<file path="config.mk">
export PLATFORM = sky130hd
export DESIGN_NAME = mdio_master
export DESIGN_NICKNAME = d
export VERILOG_FILES = /design/src/rtl/mdio_pkg.sv /design/src/rtl/mdio_clkgen.sv /design/src/rtl/mdio_frame.sv /design/src/rtl/mdio_master.sv
export SDC_FILE = /design/constraint.sdc
export NUM_CORES = 1
export LEC_CHECK = 0
export BUFFER_PORTS_ARGS = -buffer_cell sky130_fd_sc_hd__clkbuf_2
export CORE_MARGIN = 5
export CORE_UTILIZATION = 25
export CTS_BUF_LIST = sky130_fd_sc_hd__clkbuf_2 sky130_fd_sc_hd__clkbuf_4 sky130_fd_sc_hd__clkbuf_8
export DETAILED_ROUTE_END_ITERATION = 7
export PLACE_DENSITY = 0.45
export SYNTH_ARGS = -nofsm -noshare
export SYNTH_HDL_FRONTEND = slang
export SYNTH_SLANG_ARGS = --single-unit
</file>
<file path="constraint.sdc">
create_clock -name clk -period 4.2 [get_ports clk]
set_input_delay 0.21 -clock clk [delete_from_list [all_inputs] [get_ports clk]]
set_output_delay 0.21 -clock clk [all_outputs]
set_load 0.05 [all_outputs]
</file>
<file path="src/rtl/mdio_pkg.sv">
package mdio_pkg;
   // command register bit positions (software decodes these)
   localparam int POS_BUSY = 0;
   localparam int POS_WR   = 1;
   localparam int POS_RNG  = 2;
   localparam int RNG_W    = 3;
   localparam int POS_REG  = 6;
   localparam int POS_PHY  = 11;
   localparam int FLD_W    = 5;
   localparam int REG_W    = 16;
   localparam int MDIO_DW  = 16;
   localparam int MAX_DIV  = 124;

   // MDC divisor selected by the clock-range code
   function automatic int unsigned range_div(input logic [RNG_W-1:0] code);
      case (code)
         3'd0:    return 42;
         3'd1:    return 62;
         3'd2:    return 16;
         3'd3:    return 26;
         3'd5:    return 124;
         default: return 102;
      endcase
   endfunction
endpackage

</file>
<file path="src/rtl/mdio_clkgen.sv">
module mdio_clkgen #(
   parameter int CNT_W = 7
) (
   input  logic             clk,
   input  logic             rst_n,
   input  logic             run,
   input  logic [CNT_W-1:0] div,
   output logic             mdc,
   output logic             rise_evt,
   output logic             fall_evt
);
   logic [CNT_W-1:0] cnt;
   logic [CNT_W-1:0] half;

   assign half     = div >> 1;
   assign rise_evt = run && (cnt == half - 1'b1);
   assign fall_evt = run && (cnt == div - 1'b1);

   always_ff @(posedge clk or negedge rst_n) begin
      if (!rst_n) begin
         cnt <= '0;
         mdc <= 1'b0;
      end else if (!run || fall_evt) begin
         cnt <= '0;
         mdc <= 1'b0;
      end else begin
         cnt <= cnt + 1'b1;
         if (rise_evt) mdc <= 1'b1;
      end
   end
endmodule

</file>
<file path="src/rtl/mdio_frame.sv">
module mdio_frame
   import mdio_pkg::*;
#(
   parameter int PRE_BITS = 32
) (
   input  logic               clk,
   input  logic               rst_n,
   input  logic               start,
   input  logic               wr,
   input  logic [FLD_W-1:0]   phy,
   input  logic [FLD_W-1:0]   regad,
   input  logic [MDIO_DW-1:0] wdata,
   input  logic               rise_evt,
   input  logic               fall_evt,
   input  logic               mdio_i,
   output logic               busy,
   output logic               mdio_o,
   output logic               mdio_oe,
   output logic               rd_done,
   output logic [MDIO_DW-1:0] rdata
);
   localparam int HDR_BITS   = PRE_BITS + 4 + 2 * FLD_W;
   localparam int FRAME_BITS = HDR_BITS + 2 + MDIO_DW;
   localparam int IDX_W      = $clog2(FRAME_BITS);

   logic [FRAME_BITS-1:0] shreg;
   logic [IDX_W-1:0]      idx;
   logic                  wr_q;
   logic                  last;

   assign last    = (idx == IDX_W'(FRAME_BITS - 1));
   assign mdio_o  = shreg[FRAME_BITS-1];
   assign rd_done = busy && fall_evt && last && !wr_q;

   always_ff @(posedge clk or negedge rst_n) begin
      if (!rst_n) begin
         shreg   <= '0;
         idx     <= '0;
         busy    <= 1'b0;
         mdio_oe <= 1'b0;
         wr_q    <= 1'b0;
         rdata   <= '0;
      end else begin
         if (start && !busy) begin
            shreg   <= {{PRE_BITS{1'b1}}, 2'b01, (wr ? 2'b01 : 2'b10), phy, regad,
                        2'b10, (wr ? wdata : {MDIO_DW{1'b0}})};
            idx     <= '0;
            busy    <= 1'b1;
            mdio_oe <= 1'b1;
            wr_q    <= wr;
         end else if (busy && fall_evt) begin
            if (last) begin
               busy    <= 1'b0;
               mdio_oe <= 1'b0;
            end else begin
               idx     <= idx + 1'b1;
               shreg   <= shreg << 1;
               mdio_oe <= wr_q || ((int'(idx) + 1) < HDR_BITS);
            end
         end
         if (busy && rise_evt && !wr_q && (int'(idx) >= HDR_BITS + 2))
            rdata <= {rdata[MDIO_DW-2:0], mdio_i};
      end
   end
endmodule

</file>
<file path="src/rtl/mdio_master.sv">
module mdio_master
   import mdio_pkg::*;
#(
   parameter int              PRE_BITS  = 32,
   parameter logic [RNG_W-1:0] RANGE_RST = 3'd4
) (
   input  logic             clk,
   input  logic             rst_n,
   input  logic             cmd_we,
   input  logic [REG_W-1:0] cmd_wdata,
   output logic [REG_W-1:0] cmd_rdata,
   input  logic             dat_we,
   input  logic [REG_W-1:0] dat_wdata,
   output logic [REG_W-1:0] dat_rdata,
   output logic             mdc,
   output logic             mdio_o,
   output logic             mdio_oe,
   input  logic             mdio_i
);
   localparam int CNT_W = $clog2(MAX_DIV + 1);

   generate
      if (PRE_BITS < 1 || PRE_BITS > 32) begin : g_bad_pre
         $error("PRE_BITS must lie in 1..32");
      end
      if (REG_W != MDIO_DW) begin : g_bad_width
         $error("register width must equal the MDIO data width");
      end
   endgenerate

   logic [REG_W-1:1]   cmd_q;
   logic [REG_W-1:0]   dat_q;
   logic               busy;
   logic               start;
   logic               rise_evt;
   logic               fall_evt;
   logic               rd_done;
   logic [MDIO_DW-1:0] rcap;
   logic [CNT_W-1:0]   div_sel;

   assign start     = cmd_we && cmd_wdata[POS_BUSY] && !busy;
   assign div_sel   = CNT_W'(range_div(cmd_q[POS_RNG +: RNG_W]));
   assign cmd_rdata = {cmd_q, busy};
   assign dat_rdata = dat_q;

   always_ff @(posedge clk or negedge rst_n) begin
      if (!rst_n) begin
         cmd_q                  <= '0;
         cmd_q[POS_RNG +: RNG_W] <= RANGE_RST;
      end else if (cmd_we && !busy) begin
         cmd_q <= cmd_wdata[REG_W-1:1];
      end
   end

   always_ff @(posedge clk or negedge rst_n) begin
      if (!rst_n)       dat_q <= '0;
      else if (rd_done) dat_q <= rcap;
      else if (dat_we)  dat_q <= dat_wdata;
   end

   mdio_clkgen #(.CNT_W(CNT_W)) u_clk (
      .clk      (clk),
      .rst_n    (rst_n),
      .run      (busy),
      .div      (div_sel),
      .mdc      (mdc),
      .rise_evt (rise_evt),
      .fall_evt (fall_evt)
   );

   mdio_frame #(.PRE_BITS(PRE_BITS)) u_frame (
      .clk      (clk),
      .rst_n    (rst_n),
      .start    (start),
      .wr       (cmd_wdata[POS_WR]),
      .phy      (cmd_wdata[POS_PHY +: FLD_W]),
      .regad    (cmd_wdata[POS_REG +: FLD_W]),
      .wdata    (dat_q),
      .rise_evt (rise_evt),
      .fall_evt (fall_evt),
      .mdio_i   (mdio_i),
      .busy     (busy),
      .mdio_o   (mdio_o),
      .mdio_oe  (mdio_oe),
      .rd_done  (rd_done),
      .rdata    (rcap)
   );
endmodule

</file>
==> results.ini <==
[global_routing]
grt_max_degree = 56
first_global_vias = 4853
total_global_route_track_usage_pct = 11.0
grt_antenna_before_repair = 0
wire_length_of_the_first_global_routing_pass_mm = 25.2
grt-ovfl-total = 0

[worst_setup_path]
arrival_time_reported_for_the_critical_path_endpoint_ps = 3700
r2r_cells = 9
crit_start_category = flop
rr_startpoint = cmd_q[2]
endpoint = u_frame.mdio_oe
critPathLaunch = cmd_q[2]
critPathCaptureType = flop
path_max_fanout = 47
ff2ff_setup_slack_ps = 830
critPathKind = reg -> reg
critPathRequiredTime_ps = 4520
critical_path.reg2reg.endpoint = u_frame.mdio_oe

[yosys]
yosys_most_used_dff = sky130_fd_sc_hd__dfrtp_1
synthArstFlopShare_pct = 100
synth_area_sq_mm = 0.00614
synth-edff-count = 0
synth-seq-cells = 128
synth_cells = 596
yosysWarningCount = 0
average_footprint_of_a_synthesized_cell_sq_um = 10.3
post_synth_num_cell_types = 57
synth.yosys.seq_area_share_pct = 52.2
mappedNetlistNets = 636

[timing]
slew-limit-headroom_pct = 33.3
finalClockSkew_ps = 11.5
fin_tns_setup_ps = 0
finalHoldViolCount = 0
max_clock_freq_ghz = 0.296
setup_violations = 0
worst_pin_slew_ps = 997
post-route-period-util_pct = 80.3
slew_viol_final = 0
finalCriticalPeriod_ps = 3370
fin_hold_ws_ps = 109
grt_setup_unrepaired = false

[routing]
vias_per_cell = 4.80
ant_nets = 0
finalWirelength_mm = 14.8
route.vias.total = 4749
drt_drc_violations_left = 0
detailedRoute.firstIterationViolations = 396
detailedRoute.firstPassIterationCount = 5
wl_per_cell_um = 15.0

[power_and_ir_drop]
power.ir.vdd_worst_v = 0.000222
power_density_mw_per_mm2 = 547
p_leak_nw = 3.15

[clock_tree]
ctsHtreeMaxLevel = 4
cts_tree = done
worst_skew_pair.late_latency_ps = 450
clock_tree.buffer_depth = 2
cts.hold.buffers_added = 16
cts.sinks = 128
cts.clk_slew.worst_paths_ps = 90
cts-root-buf = sky130_fd_sc_hd__clkbuf_8
cts_bufs_inserted = 17
post_cts.resized_instances = 0
cts_post_setup_buffers_inserted = 0

[floorplanning]
die-area_sq_mm = 0.0278
chipWidth_um = 167
ioPinCount = 72
core_region_area_sq_mm = 0.0242
floorplan.die.height_um = 167
initial_core_util_pct = 25.3
placementRows = 57

[cells_and_area]
most_frequent_cells_in_the_layout = 127 x sky130_fd_sc_hd__dfrtp_1, 70 x sky130_fd_sc_hd__clkbuf_2, 66 x sky130_fd_sc_hd__nand2_1
drive_above_1_share_pct = 24.6
growth_of_design_area_from_synthesis_to_finish_pct = 19.0
final_common_cell = sky130_fd_sc_hd__dfrtp_1
antenna-diode-count = 0
final_core_density_pct = 30.1
post_layout_net_count = 693

[run_status]
outcome = finished clean

[placement]
hpwlAfterDp_mm = 9.54
io_buffer_count = 71
gp_routability_congestion = 0.732

[run]
timing.max_cap.violations = 0

[hold_path]
holdCritPathClass = in -> reg

routing by layer:
layer,up-vias,track usage (%),share of wire [%]
met5,-,0,0
met4,0,3.95,1.8
met3,19,2.61,3.3
met2,105,17.2,48
met1,2362,14.8,47
li1,2263,-,-
flip-flops by register name (all words and copies together) (netlist names):
signal,flops
u_clk.cnt,7
u_frame.wr_q,1
u_frame.idx,6
u_frame.shreg,64
dat_rdata,16
cmd_q,15
u_frame.rdata,16
u_frame.mdio_oe,1
u_frame.busy,1
u_clk.mdc,1
worst max-delay path, cell delays in order (launching register included):
cell and delay, ps:
sky130_fd_sc_hd__dfrtp_1 530, sky130_fd_sc_hd__or3b_1 470, sky130_fd_sc_hd__nand2_1 100, sky130_fd_sc_hd__ha_1 340, sky130_fd_sc_hd__xnor2_1 100, sky130_fd_sc_hd__a211oi_1 510, sky130_fd_sc_hd__o311a_1 470, sky130_fd_sc_hd__nor3_4 80
sky130_fd_sc_hd__buf_4 280, sky130_fd_sc_hd__a221o_1 360
metrics by stage:
step | power, mW | std cells | worst slack, ps | cell area [sq um]
after floorplan | 2.59 | 596 | 1130 | 6140
after global placement | 2.83 | 942 | 942 | 6720
after detailed placement | 2.87 | 942 | 872 | 6720
after CTS | 4.06 | 990 | 824 | 7310
after global routing | 4.26 | 990 | 617 | 7310
final | 4.00 | 990 | 827 | 7310
synth_stat cells, drive strengths merged (2+ instances only):
| cell type | instances | area [sq um] |
|---|---|---|
| nor4 | 3 | 18.8 |
| o211ai | 16 | 134 |
| nand4 | 57 | 378 |
| nor2 | 51 | 191 |
| a221oi | 3 | 26.3 |
| dfrtp | 127 | 3180 |
| a31oi | 8 | 56.3 |
| xnor2 | 9 | 78.8 |
| and3 | 10 | 62.6 |
| buf | 29 | 159 |
| mux2 | 49 | 552 |
| a21boi | 2 | 18.8 |
| nand2 | 66 | 248 |
| inv | 8 | 30.0 |
| and3b | 4 | 38.8 |
| o31ai | 5 | 37.5 |
| nand3 | 21 | 105 |
| nand2b | 4 | 25.0 |
| nor2b | 3 | 18.8 |
| o21ai | 43 | 215 |
| a21oi | 3 | 15.0 |
| a221o | 10 | 100 |
| ha | 3 | 37.5 |
| clkbuf | 29 | 109 |
| and2 | 2 | 12.5 |
| xor2 | 7 | 61.3 |
| a211oi | 4 | 30.0 |
| nor4b | 2 | 17.5 |
cells by family (layout without fill, tap and decap cells):
group	Yosys count	in the layout	synth area share, %
flip-flops	128	128	52.2
multiplexers	49	49	8.99
AO/OA/AOI/OAI	103	103	11.8
buffers and inverters	66	136	4.85
XOR/XNOR	16	16	2.28
adder cells (fa/ha/maj)	4	4	0.774
AND/OR/NAND/NOR	230	230	19.1
area by class of cell:
type                       count  area, sq um
clock buffer                  17          234
tap                          324          405
timing repair buffer          96          586
fill                        2532        16900
clock inverter                15          190
multi-input combinational    402         2660
inverter                       8         30.0
sequential                   128         3200
how the worst min path moves through the flow:
stage | startpoint | endpoint | slack [ps] | cells past startpoint
2_1_floorplan | rst_n | cmd_q[10] | -90 | 0
3_3_place_gp | rst_n | cmd_q[5] | 270 | 1
3_5_place_dp | rst_n | cmd_q[6] | 290 | 1
4_1_cts | dat_wdata[12] | dat_rdata[12] | 70 | 3
5_1_grt | dat_wdata[9] | dat_rdata[9] | 70 | 3
6_report | dat_wdata[13] | dat_rdata[13] | 110 | 3
power breakdown:
| group | total [mW] | switching (mW) | internal, mW |
|---|---|---|---|
| Clock | 1.14 | 0.576 | 0.562 |
| Sequential | 1.82 | 0.258 | 1.56 |
| Combinational | 1.04 | 0.637 | 0.401 |
Note: power is estimated with default switching activity, not from simulation.
